`config.mk`:
```
export PLATFORM = sky130hd
export DESIGN_NAME = lpa_arbiter
export DESIGN_NICKNAME = d
export VERILOG_FILES = /design/src/rtl/lpa_pkg.sv /design/src/rtl/lpa_top_find.sv /design/src/rtl/lpa_datapath.sv /design/src/rtl/lpa_control.sv /design/src/rtl/lpa_arbiter.sv
export SDC_FILE = /design/constraint.sdc
export NUM_CORES = 1
export LEC_CHECK = 0
export CAP_MARGIN = 20
export CORE_MARGIN = 3
export CORE_UTILIZATION = 27
export DETAILED_ROUTE_END_ITERATION = 10
export HOLD_SLACK_MARGIN = 0.06
export PLACE_DENSITY = 0.41
export RECOVER_POWER = 25
export REMOVE_ABC_BUFFERS = 1
export SLEW_MARGIN = 20
export SYNTH_ARGS = -nofsm -noshare
export SYNTH_HDL_FRONTEND = slang
export SYNTH_SLANG_ARGS = --single-unit
```
`constraint.sdc`:
```
create_clock -name clk -period 8.2 [get_ports clk]
set_input_delay 2.05 -clock clk [delete_from_list [all_inputs] [get_ports clk]]
set_output_delay 2.05 -clock clk [all_outputs]
set_load 0.05 [all_outputs]
```
`src/rtl/lpa_pkg.sv`:
```
package lpa_pkg;

  typedef enum logic [1:0] {
    ACK_NONE = 2'd0,
    ACK_VEC  = 2'd1,
    ACK_SPUR = 2'd2
  } ackKind_t;

  // Strobes issued by the control to the datapath for one cycle
  typedef struct packed {
    logic reqSet;   // latch reqVec into the pending set
    logic accept;   // move the candidate from pending to in-service
    logic eoi;      // retire the top in-service vector
    logic wrTpr;    // load task priority
    logic wrSvr;    // load spurious/enable register
  } lpaStrobe_t;

endpackage

```
`src/rtl/lpa_top_find.sv`:
```
// Highest-set-bit finder built as a balanced tree of 2:1 selects.
module lpa_top_find #(
  parameter int W  = 256,
  localparam int IW = $clog2(W),
  localparam int LVL = $clog2(W)
) (
  input  logic [W-1:0]  bits,
  output logic          any,
  output logic [IW-1:0] top
);

  for (genvar l = 0; l <= LVL; l++) begin : lv
    localparam int N = W >> l;
    logic [N-1:0]  v;
    logic [IW-1:0] ix [N];
    if (l == 0) begin : leaf
      for (genvar i = 0; i < N; i++) begin : lf
        assign v[i]  = bits[i];
        assign ix[i] = IW'(i);
      end
    end else begin : node
      for (genvar i = 0; i < N; i++) begin : nd
        assign v[i]  = lv[l-1].v[2*i] | lv[l-1].v[2*i+1];
        assign ix[i] = lv[l-1].v[2*i+1] ? lv[l-1].ix[2*i+1] : lv[l-1].ix[2*i];
      end
    end
  end

  assign any = lv[LVL].v[0];
  assign top = lv[LVL].ix[0];

endmodule

```
`src/rtl/lpa_datapath.sv`:
```
module lpa_datapath
  import lpa_pkg::*;
#(
  parameter int VEC_W   = 8,
  parameter int CLASS_W = 4,
  localparam int NUM_VEC = 1 << VEC_W
) (
  input  logic             clk,
  input  logic             rstN,
  input  lpaStrobe_t       stb,
  input  logic [VEC_W-1:0] reqVec,
  input  logic [VEC_W:0]   wrData,
  output logic             irrAny,
  output logic [VEC_W-1:0] irrTop,
  output logic             blocked,
  output logic             swEn,
  output logic [VEC_W-1:0] spurVec
);

  localparam int FIRST_VEC = 1 << CLASS_W;

  logic [NUM_VEC-1:0] irrReg, isrReg, irrNext, isrNext;
  logic [VEC_W-1:0]   tprReg;
  logic [VEC_W:0]     svrReg;
  logic               isrAny;
  logic [VEC_W-1:0]   isrTop;
  logic [VEC_W-1:0]   ppr;
  logic [CLASS_W-1:0] tprClass, isrClass;

  lpa_top_find #(.W(NUM_VEC)) irrFind (.bits(irrReg), .any(irrAny), .top(irrTop));
  lpa_top_find #(.W(NUM_VEC)) isrFind (.bits(isrReg), .any(isrAny), .top(isrTop));

  assign tprClass = tprReg[VEC_W-1 -: CLASS_W];
  assign isrClass = isrAny ? isrTop[VEC_W-1 -: CLASS_W] : '0;

  always_comb begin
    if (tprClass >= isrClass) ppr = tprReg;
    else                      ppr = {isrClass, {(VEC_W-CLASS_W){1'b0}}};
  end

  assign blocked = (ppr != '0) && (irrTop[VEC_W-1 -: CLASS_W] <= ppr[VEC_W-1 -: CLASS_W]);
  assign swEn    = svrReg[VEC_W];
  assign spurVec = svrReg[VEC_W-1:0];

  always_comb begin
    irrNext = irrReg;
    isrNext = isrReg;
    if (stb.accept) irrNext[irrTop] = 1'b0;
    if (stb.reqSet) irrNext[reqVec] = 1'b1;   // set wins
    if (stb.eoi && isrAny) isrNext[isrTop] = 1'b0;
    if (stb.accept) isrNext[irrTop] = 1'b1;
  end

  always_ff @(posedge clk or negedge rstN) begin
    if (!rstN) begin
      irrReg <= '0;
      isrReg <= '0;
      tprReg <= '0;
      svrReg <= {1'b0, {VEC_W{1'b1}}};
    end else begin
      irrReg <= irrNext;
      isrReg <= isrNext;
      if (stb.wrTpr) tprReg <= wrData[VEC_W-1:0];
      if (stb.wrSvr) svrReg <= wrData;
    end
  end


  low_vec_ignored_chk: assert property (@(posedge clk) disable iff (!rstN)
    irrReg[FIRST_VEC-1:0] == '0);


  accept_lands_chk: assert property (@(posedge clk) disable iff (!rstN)
    stb.accept |=> isrReg[$past(irrTop)]);


  set_wins_chk: assert property (@(posedge clk) disable iff (!rstN)
    stb.reqSet |=> irrReg[$past(reqVec)]);


  eoi_retire_chk: assert property (@(posedge clk) disable iff (!rstN)
    (stb.eoi && isrAny && !stb.accept) |=> !isrReg[$past(isrTop)]);

endmodule

```
`src/rtl/lpa_control.sv`:
```
module lpa_control
  import lpa_pkg::*;
#(
  parameter int VEC_W   = 8,
  parameter int CLASS_W = 4
) (
  input  logic             clk,
  input  logic             rstN,
  input  logic             reqValid,
  input  logic [VEC_W-1:0] reqVec,
  input  logic             wrEn,
  input  logic             wrSel,
  input  logic             ackReq,
  input  logic             eoiReq,
  input  logic             irrAny,
  input  logic [VEC_W-1:0] irrTop,
  input  logic             blocked,
  input  logic             swEn,
  input  logic [VEC_W-1:0] spurVec,
  output lpaStrobe_t       stb,
  output logic             irqOut,
  output logic             ackDone,
  output ackKind_t         ackKind,
  output logic [VEC_W-1:0] ackVec
);

  localparam int FIRST_VEC = 1 << CLASS_W;

  ackKind_t         kindNext;
  logic [VEC_W-1:0] vecNext;
  logic             winner;

  assign winner = swEn && irrAny && !blocked;

  always_comb begin
    stb        = '0;
    stb.reqSet = reqValid && (reqVec >= VEC_W'(FIRST_VEC));
    stb.accept = ackReq && winner;
    stb.eoi    = eoiReq;
    stb.wrTpr  = wrEn && !wrSel;
    stb.wrSvr  = wrEn && wrSel;
  end

  always_comb begin
    kindNext = ACK_NONE;
    vecNext  = '0;
    if (swEn && irrAny) begin
      if (blocked) begin
        kindNext = ACK_SPUR;
        vecNext  = spurVec;
      end else begin
        kindNext = ACK_VEC;
        vecNext  = irrTop;
      end
    end
  end

  always_ff @(posedge clk or negedge rstN) begin
    if (!rstN) begin
      irqOut  <= 1'b0;
      ackDone <= 1'b0;
      ackKind <= ACK_NONE;
      ackVec  <= '0;
    end else begin
      irqOut  <= winner;
      ackDone <= ackReq;
      if (ackReq) begin
        ackKind <= kindNext;
        ackVec  <= vecNext;
      end
    end
  end


  disabled_quiet_chk: assert property (@(posedge clk) disable iff (!rstN)
    !swEn |=> !irqOut);


  empty_ack_none_chk: assert property (@(posedge clk) disable iff (!rstN)
    (ackReq && !irrAny) |=> (ackDone && ackKind == ACK_NONE && ackVec == '0));


  spur_vec_chk: assert property (@(posedge clk) disable iff (!rstN)
    (ackReq && swEn && irrAny && blocked) |=> (ackKind == ACK_SPUR && ackVec == $past(spurVec)));


  ack_latency_chk: assert property (@(posedge clk) disable iff (!rstN)
    ackReq |=> ackDone);

endmodule

```
`src/rtl/lpa_arbiter.sv`:
```
module lpa_arbiter
  import lpa_pkg::*;
#(
  parameter int VEC_W   = 8,
  parameter int CLASS_W = 4
) (
  input  logic             clk,
  input  logic             rstN,
  input  logic             reqValid,
  input  logic [VEC_W-1:0] reqVec,
  input  logic             wrEn,
  input  logic             wrSel,
  input  logic [VEC_W:0]   wrData,
  input  logic             ackReq,
  input  logic             eoiReq,
  output logic             irqOut,
  output logic             ackDone,
  output logic [1:0]       ackKind,
  output logic [VEC_W-1:0] ackVec
);

  lpaStrobe_t       stb;
  logic             irrAny, blocked, swEn;
  logic [VEC_W-1:0] irrTop, spurVec;
  ackKind_t         kindReg;

  lpa_datapath #(.VEC_W(VEC_W), .CLASS_W(CLASS_W)) dp (
    .clk(clk), .rstN(rstN), .stb(stb), .reqVec(reqVec), .wrData(wrData),
    .irrAny(irrAny), .irrTop(irrTop), .blocked(blocked), .swEn(swEn),
    .spurVec(spurVec)
  );

  lpa_control #(.VEC_W(VEC_W), .CLASS_W(CLASS_W)) ctl (
    .clk(clk), .rstN(rstN), .reqValid(reqValid), .reqVec(reqVec),
    .wrEn(wrEn), .wrSel(wrSel), .ackReq(ackReq), .eoiReq(eoiReq),
    .irrAny(irrAny), .irrTop(irrTop), .blocked(blocked), .swEn(swEn),
    .spurVec(spurVec), .stb(stb), .irqOut(irqOut), .ackDone(ackDone),
    .ackKind(kindReg), .ackVec(ackVec)
  );

  assign ackKind = kindReg;

endmodule

```
Word-level counts from Yosys, hierarchy flattened:

Cells that the tools add are included.
W data, S select, Z words.

* bits in registers: 541
* input port bits: 24
* output and inout bits: 12
* word-level logic and storage cells: 1073

* order comparisons: 9
* muxes and demuxes: 526
* bitwise logic cells: 516
* reductions and logical operators: 14

Operators with widths (number)
* $mux W256: 4
* $and A256 B256 Y256: 2
* $not A256 Y256: 2
* $or A256 B256 Y256: 2
* $or A1 B1 Y1: 510
* $mux W2: 130
* $mux W1: 259
* $mux W3: 64
* $mux W4: 33
* $mux W5: 16
* $mux W6: 8
* $mux W8: 5
* $mux W7: 4
* $lt A8 B9 Y1 const B: 3
* $demux W1 S8: 3
* $ge A8 B1 Y1 const B: 3
* $logic_and A1 B1 Y1: 11
* $ge A8 B5 Y1 const B: 1
* $reduce_bool A8 Y1: 1
* $ge A4 B4 Y1: 1
* $le A4 B4 Y1: 1
* $logic_not A1 Y1: 2

Longest topological paths before layout:

Gate-level depths: netlist (run 1).

* word-level depth: 19
* gate-level depth with buffers: 28
* gate-level depth less buffers: 23

Cells and area by module:

From an unflattened synthesis (run 1), not the netlist that was laid out.

* cell total of the unflattened synthesis: 2996
* area total of the unflattened synthesis: 26629.3 µm²

Modules (own cells, without submodules)
* lpa_datapath: times used 1, cells an instance 1957, area each 20534.7 µm², seq. area each 13247.7 µm²
* lpa_top_find: times used 2, cells an instance 494, area each 2771.4 µm², seq. area each 0.0 µm²
* lpa_control: times used 1, cells an instance 51, area each 551.8 µm², seq. area each 300.3 µm²

Least setup slack after synthesis (run 1):

OpenSTA, ideal clock, no wires.

* kind: reg-to-reg
* from: reg dp.isrReg[208]
* to: reg dp.irrReg[46]
* setup time: 0.064 ns
* arrival time: 6.004 ns
* required time: 8.136 ns
* setup slack: 2.132 ns
* stages on the path, launching flop included: 27
* path buffers: 4
* clock period less this slack: 6.068 ns
* cell sequence: dfrtp_1 > or4_1 > nor4_2 > nand4_1 > o22ai_1 > o21a_1 > clkbuf_1 > clkinv_1 > ha_1 > nand2b_1 > a21o_1 > a21o_1 > a21oi_1 > o21ai_0 > ha_1 > nor2b_1 > o21a_1 > o21a_1 > o21ai_0 > o21ai_0 > a41o_1 > buf_2 > buf_2 > nand3_1 > clkbuf_1 > o2bb2ai_1 > a21o_1

* word-level cells in the longest chain between the ends: 19
* elaborated cells on any way between the ends: 24
* those cells by class: order compare: 2; mux: 8; bitwise: 9; reduce/logical: 5

RTL lines
* from (decl): line lpa_datapath.sv:22 `logic [NUM_VEC-1:0] irrReg, isrReg, irrNext, isrNext;`
* from (signal assigned): line lpa_datapath.sv:62 `isrReg <= isrNext;`
* $or A1 B1 Y1 * (4 in a row): line lpa_top_find.sv:23 `assign v[i] = lv[l-1].v[2*i] | lv[l-1].v[2*i+1];`
* $mux W5 / $or A1 B1 Y1 (equally long branches): line lpa_top_find.sv:24, lpa_top_find.sv:23
* $mux W6 / $or A1 B1 Y1 (equally long branches): line lpa_top_find.sv:24, lpa_top_find.sv:23
* $mux W7 / $or A1 B1 Y1 (equally long branches): line lpa_top_find.sv:24, lpa_top_find.sv:23
* $mux W8 / $or A1 B1 Y1 (equally long branches): line lpa_top_find.sv:24, lpa_top_find.sv:23
* $mux W4 *: line lpa_datapath.sv:34 `assign isrClass = isrAny ? isrTop[VEC_W-1 -: CLASS_W] : '0;`
* $ge A4 B4 Y1: line lpa_datapath.sv:37 `if (tprClass >= isrClass) ppr = tprReg;`
* $mux W8 *: line lpa_datapath.sv:37
* $le A4 B4 Y1 / $reduce_bool A8 Y1 (equally long branches): line lpa_datapath.sv:41 `assign blocked = (ppr != '0) && (irrTop[VEC_W-1 -: CLASS_W] <= ppr[VEC_W-1 -: CLASS_W]);`
* $logic_and A1 B1 Y1 *: line lpa_datapath.sv:41
* $logic_not A1 Y1 *: line lpa_control.sv:33 `assign winner = swEn && irrAny && !blocked;`
* $logic_and A1 B1 Y1 *: line lpa_control.sv:33
* $logic_and A1 B1 Y1 *: line lpa_control.sv:38 `stb.accept = ackReq && winner;`
* $mux W256 *: line lpa_datapath.sv:48 `if (stb.accept) irrNext[irrTop] = 1'b0;`
* $or A256 B256 Y256 (no source line)
* $mux W256 *: line lpa_datapath.sv:49 `if (stb.reqSet) irrNext[reqVec] = 1'b1;`
* net dp.irrNext[46]: line lpa_datapath.sv:22
* to (signal assigned): line lpa_datapath.sv:61 `irrReg <= irrNext;`
* to (decl): line lpa_datapath.sv:22

The timed path passes the listed nets; every way through them passes the cells marked *.
A chain may end at the register's enable or synchronous reset.

Final worst setup path (run 1):

* from: reg dp.isrReg[208]
* to: reg dp.irrReg[238]

The elaborated chain is that of the path after synthesis.

==> results of run 1 <==
## per-stage QoR
step                hold WS (ns)  setup slack (ns)  power [mW]
global route               0.502             0.347        9.93
finish                     0.485              1.04        9.56
CTS                        0.495              1.12        9.57
detailed placement         0.484              1.16        6.36
floorplan                  0.459             -1.27        4.25
global placement           0.480              1.22        6.36
## area by class of cell
cell class                 instances  area [µm²]
clock buffer                      99        2050
clock inverter                    20         262
fill                           11038       74200
inverter                          96         360
multi-input combinational       2317       14800
sequential                       541       13500
tap                             1403        1760
timing repair buffer             105         913
## cell usage after synthesis (10+ instances only)
cell / count
a21o_1: 182
nand2b_1: 24
and2_1: 16
mux2_2: 16
o21ai_1: 99
nor3_1: 89
inv_1: 93
or4_1: 45
nor2_1: 183
o21a_1: 20
o31ai_1: 270
nor2b_1: 42
clkbuf_1: 148
o21bai_1: 31
nor4_1: 129
and4_1: 21
o22ai_1: 28
o211ai_1: 32
buf_2: 39
o311ai_0: 15
dfrtp_1: 533
nand2_1: 171
a31oi_1: 19
a21oi_1: 120
o2bb2ai_1: 188
or2_1: 16
o21ai_0: 262
nand4_1: 50
o41ai_1: 18
a211o_1: 10
nand3_1: 60
a211oi_1: 19
## worst max-delay path: stages, from the launching register on
cell,delay [ns]
dfrtp_1,0.40
or4_1,0.61
nor4_2,0.48
nand4_1,0.31
o22ai_1,0.38
o21a_1,0.25
clkinv_1,0.30
ha_1,0.38
nand2b_1,0.15
a21o_1,0.21
a21o_1,0.18
a21oi_1,0.54
o21ai_0,0.20
ha_1,0.34
nor2b_1,0.15
o21a_1,0.13
o21a_1,0.10
o21ai_0,0.06
o21ai_0,0.09
a41o_1,0.61
or4b_1,0.53
buf_4,0.23
o31ai_1,0.21
o21ai_0,0.14
## final timing paths
kind | depth (start not counted) | to
min | 1 | ctl.ackVec[3]$_DFFE_PN0P_
max in group asynchronous | 2 | dp.irrReg[20]$_DFF_PN0_
max reg2reg | 23 | dp.irrReg[238]$_DFF_PN0_
min in group asynchronous | 1 | dp.isrReg[107]$_DFF_PN0_
min reg2reg | 1 | ctl.ackVec[3]$_DFFE_PN0P_
max | 23 | dp.irrReg[238]$_DFF_PN0_
## cells by family (layout without fill, tap and decap cells)
kind of cell,count (synthesis),after routing,share of synthesized area
flops,541,541,0.458
buf+inv,303,320,0.0428
mux,19,19,0.00711
compound gates,1390,1390,0.325
fa+ha+maj,8,8,0.00338
simple gates,900,900,0.163
## flip-flops by register name (all words and copies together) (netlist names)
signal / count
dp.svrReg: 9
ctl.ackKind: 2
dp.tprReg: 8
ctl.irqOut: 1
ctl.ackDone: 1
ctl.ackVec: 8
dp.isrReg: 256
dp.irrReg: 256
## routing by layer
metal / GRT usage / wire length [µm] / vias up
li1: - / - / 12268
met1: 0.307 / 57000 / 14031
met2: 0.339 / 56000 / 1108
met3: 0.0276 / 7160 / 220
met4: 0.0756 / 4400 / 0
met5: 0 / 0 / -
## power groups by stage
stage / clock, mW / sequential [mW] / combinational, mW
detailed placement: 0 / 2.89 / 3.48
global placement: 0 / 2.89 / 3.47
CTS: 3.25 / 2.84 / 3.48
floorplan: 0 / 2.94 / 1.31
global route: 3.35 / 2.85 / 3.73
finish: 3.16 / 2.84 / 3.55
==> reports/qor.csv, run 1 <==
metric,value,unit
DRT iter0 DRCs,2763,
"Min Clock Period, post-route",7.16,ns
GRT Util Overall,0.217,
drt pass-1 iters,6,
placed cell count,4460,
initial antenna violation count,2,
CTS HTree Levels,3,
worst rel slew slack,-2.14,
CP Launch Point,dp.isrReg[208]$_DFF_PN0_,
TritonCTS buffer count,68,
Clock Skews,0.0250,ns
vias per cell,6.03,
power per cell area,283,mW/mm²
worst-margin pin slew,4.71,ns
number of synthesized flops with an enable pin,0,
vias in the first global route,27059,
Die ar.,0.114,mm²
worst hold path type,flop to flop,
post-synth top area share,0.451,
"commonest non-fill, non-tap cell in the layout",dfrtp_1,
die width,337,µm
"flops & latches, synth",541,
Clock Latency Late Sink,0.62,ns
post-cts sizing count,0,
count of pins over their slew limit,189,
antenna diode count,0,
Final Hold Fails,0,
status,finished with violations,
CTS tree,yes,
setup tns final,0,ns
fin util,0.313,
Cells after Synth,3161,
Worst-path clk slew,0.06,ns
DP Wirelength,77200,µm
largest cells by area after synthesis,"dfrtp_1 45%, o31ai_1 6.9%, o2bb2ai_1 5.6%",
r2r setup slk,1.04,ns
clk root buf,clkbuf_16,
residual DRC count,0,
critical path capture point type,flop,
final WL,125000,µm
DP Area,0.0314,mm²
core footprint,0.108,mm²
Port Buffer Count,35,
peak supply drop,642,µV
largest net degree at the start of global routing,129,
share of power burned in registers,0.297,
first-pass GRT wire length,185000,µm
Area growth syn-to-layout,14.1,%
Sw Ratio,0.455,
Combinational Power Share,0.372,
gr ovfl total,0,
internal power,5.21,mW
crit path kind,flop to flop,
crit share post-route,0.874,
# clock sinks,541,
crit path DAT,7.61,ns
ANT nets after route,0,
vias post-DR,27627,
clock network power share,0.331,
synthesized area,0.0296,mm²
# IOs,36,
Critical Path RT,8.65,ns
most frequent cells in the layout,"533 x dfrtp_1, 270 x o31ai_1, 262 x o21ai_0, 188 x o2bb2ai_1",
Final Cell Area,0.0337,mm²
CP max FO,18,
Max Clk Rate,140,MHz
Final GP Congestion,0.871,
Worst Hold Launch,ctl.ackVec[3]$_DFFE_PN0P_,
final setup fails,0,
share of layout cells above drive strength 1,0.0843,
static leakage,12.0,nW
# hold bufs at CTS,0,
DR WL/cell,27.2,µm
post-synthesis sequential area ratio,0.458,
Worst R2R Start,dp.isrReg[208]$_DFF_PN0_,
synth warn,0,
CTS Buffer Depth,3,
Initial Utilization,0.274,
RSZ-0062 raised after global routing,no,
violated checks,"max-capacitance violations, max-slew violations",
die height,337,µm
synthesized area per cell,9.36,µm²
nets,3161,
post-CTS setup repair buffer count,0,
crit start category,flop,
maxcap violations,2,
Netlist cell types,87,
Psw,4.35,mW
post-synthesis async set-or-reset flop share,1.00,
final std cells w/o fill,4581,
ys flop type,dfrtp_1,
cell taking the most area after synthesis,dfrtp_1,
row count,120,
(Power assumes the default switching activity.)
==> run 2: changes to the inputs <==
Settings changed: CTS_BUF_LIST from default to sky130_fd_sc_hd__clkbuf_8, CTS_CLUSTER_SIZE from default to 14.
==> reports/qor.csv, run 2 (synthesis results as in run 1) <==
metric,value,unit,change
share of layout cells above drive strength 1,0.0986,,+0.0142
drt pass-1 iters,7,,+1
vias in the first global route,27432,,+1.4%
Die ar.,0.114,mm²,unchanged
die width,337,µm,unchanged
# hold bufs at CTS,0,,unchanged
Critical Path RT,8.77,ns,+0.12 ns
ANT nets after route,0,,unchanged
DP Wirelength,77200,µm,unchanged
crit-path cells,or4_1 > nor4_2 > nand4_1 > o22ai_1 > o21a_1 > clkinv_1 > ha_1 > nand2b_1 > a21o_1 > a21o_1 > a21oi_1 > o21ai_0 > ha_1 > nor2b_1 > o21a_1 > o21a_1 > o21ai_0 > o21ai_0 > a41o_1 > or4b_1 > buf_4 > o31ai_1 > o21ai_0,,
# clock sinks,541,,unchanged
DRT iter0 DRCs,2781,,+0.65%
peak supply drop,647,µV,+0.79%
crit start category,flop,,
post-cts sizing count,0,,unchanged
vias per cell,5.97,,-1.0%
CTS tree,yes,,
Worst path most repeated cell,o21ai_0,,
DR WL/cell,26.9,µm,-1.1%
nets,3195,,+1.1%
worst-margin pin slew,4.68,ns,-0.0339 ns
post-CTS setup repair buffer count,0,,unchanged
Buf/Inv on CP,2,,unchanged
met3 Use GR,0.0318,,+0.00420
Area growth syn-to-layout,13.6,%,
Final Hold Fails,0,,unchanged
vias post-DR,27762,,+0.49%
Worst path slowest cell,a41o_1,,
CP max FO,18,,unchanged
Clock Latency Late Sink,0.75,ns,+0.13 ns
final setup fails,0,,unchanged
first-pass GRT wire length,186000,µm,about the same
core footprint,0.108,mm²,unchanged
"commonest non-fill, non-tap cell in the layout",dfrtp_1,,
GRT Util Overall,0.217,,+0.000253
# IOs,36,,unchanged
gr busiest metal,met2,,
largest net degree at the start of global routing,129,,unchanged
"Min Clock Period, post-route",7.18,ns,+0.0141 ns
crit path kind,flop to flop,,
CTS Buffer Depth,3,,unchanged
Initial Utilization,0.274,,unchanged
gr ovfl total,0,,unchanged
critical path capture point type,flop,,
count of pins over their slew limit,190,,+0.53%
fin util,0.311,,-0.00127
setup tns final,0,ns,unchanged
final WL,125000,µm,+0.45%
maxcap violations,2,,unchanged
worst hold path type,flop to flop,,
Largest regs,"dp.irrReg (256), dp.isrReg (256), dp.svrReg (9)",,
fillers,11120,,+0.74%
RSZ-0062 raised after global routing,no,,
crit path DAT,7.74,ns,+0.13 ns
"delay-heaviest family, CP",compound AO/OA/AOI/OAI gates,,
die height,337,µm,unchanged
static leakage,12.1,nW,+0.88%
violated checks,"max-capacitance violations, max-slew violations",,
power per cell area,275,mW/mm²,-3.1%
met1 Use GR,0.305,,-0.00261
"Largest stage delay, worst path",0.62,ns,about the same
GR Util met2,0.339,,+0.000437
CTS HTree Levels,3,,unchanged
Max Clk Rate,139,MHz,-0.20%
Final GP Congestion,0.871,,unchanged
residual DRC count,0,,unchanged
crit share post-route,0.875,,+0.00171
row count,120,,unchanged
status,finished with violations,,
worst rel slew slack,-2.12,,+0.0226
most frequent cells in the layout,"533 x dfrtp_1, 270 x o31ai_1, 262 x o21ai_0, 188 x o2bb2ai_1",,
Port Buffer Count,35,,unchanged
Worst-path clk slew,0.06,ns,about the same
Clock Skews,0.0441,ns,+0.0192 ns
clk root buf,clkbuf_8,,
TritonCTS buffer count,102,,+50%
initial antenna violation count,5,,+3
==> run 2: changes by cell type in the layout (fill, tap and decap cells not counted), moves of 2 or more <==
| cell | previous run | this run |
|---|---|---|
| clkbuf_8 | 17 | 137 |
| clkbuf_16 | 71 | 0 |
| inv_1 | 93 | 121 |
| clkbuf_1 | 12 | 1 |
| clkinv_2 | 10 | 18 |
| bufinv_16 | 6 | 2 |
| clkinvlp_4 | 3 | 1 |
| diode_2 | 0 | 2 |
==> run 2: final timing paths <==
check	from	end	slack, ns	cells past startpoint
max	dp.isrReg[208]$_DFF_PN0_	dp.irrReg[225]$_DFF_PN0_	1.02	23
min	ctl.ackVec[3]$_DFFE_PN0P_	ctl.ackVec[3]$_DFFE_PN0P_	0.49	1
max reg2reg	dp.isrReg[208]$_DFF_PN0_	dp.irrReg[225]$_DFF_PN0_	1.02	23
min reg2reg	ctl.ackVec[3]$_DFFE_PN0P_	ctl.ackVec[3]$_DFFE_PN0P_	0.49	1
max in group asynchronous	rstN	ctl.ackVec[4]$_DFFE_PN0P_	1.37	2
min in group asynchronous	rstN	dp.isrReg[107]$_DFF_PN0_	3.01	1
==> run 2: layer usage <==
| metal | vias up | wire (µm) |
|---|---|---|
| li1 | 12335 | - |
| met1 | 14141 | 57300 |
| met2 | 1050 | 56100 |
| met3 | 234 | 7540 |
| met4 | 2 | 4210 |
| met5 | - | 13 |
==> run 2: area by class of cell <==
type | instances | area, µm² | share of cell area
Multi-Input combinational cell | 2317 | 14800 | 0.442
Tap cell | 1403 | 1760 | 0.0522
Inverter | 96 | 360 | 0.0107
Timing Repair Buffer | 105 | 916 | 0.0273
Sequential cell | 541 | 13500 | 0.403
Antenna cell | 2 | 5.00 | 0.000149
Clock inverter | 51 | 283 | 0.00842
Clock buffer | 137 | 1890 | 0.0561
==> run 2: worst reg2reg max path: cells and delay by family (launching register included) <==
family	cells	cell delay (ns)
buffers and inverters	2	0.52
flip-flops	1	0.40
AND/OR/NAND/NOR	6	2.26
adder cells (fa/ha/maj)	2	0.72
AO/OA/AOI/OAI	13	3.11
==> run 2: power by group <==
group,switching (mW),internal [mW]
combinational,3.02,0.536
clock,1.27,1.55
sequential,0.0829,2.76
total,4.38,4.85
==> run 2: per-stage QoR <==
stage	total power [mW]	instances	hold WS (ns)	instance area [µm²]	setup WS [ns]
after global routing	9.60	4652	0.502	33600	0.421
after global placement	6.36	4459	0.480	31400	1.22
after detailed placement	6.36	4460	0.484	31400	1.16
after floorplan	4.25	2954	0.459	28700	-1.27
after CTS	9.24	4648	0.495	33600	1.11
final	9.22	4652	0.490	33600	1.02
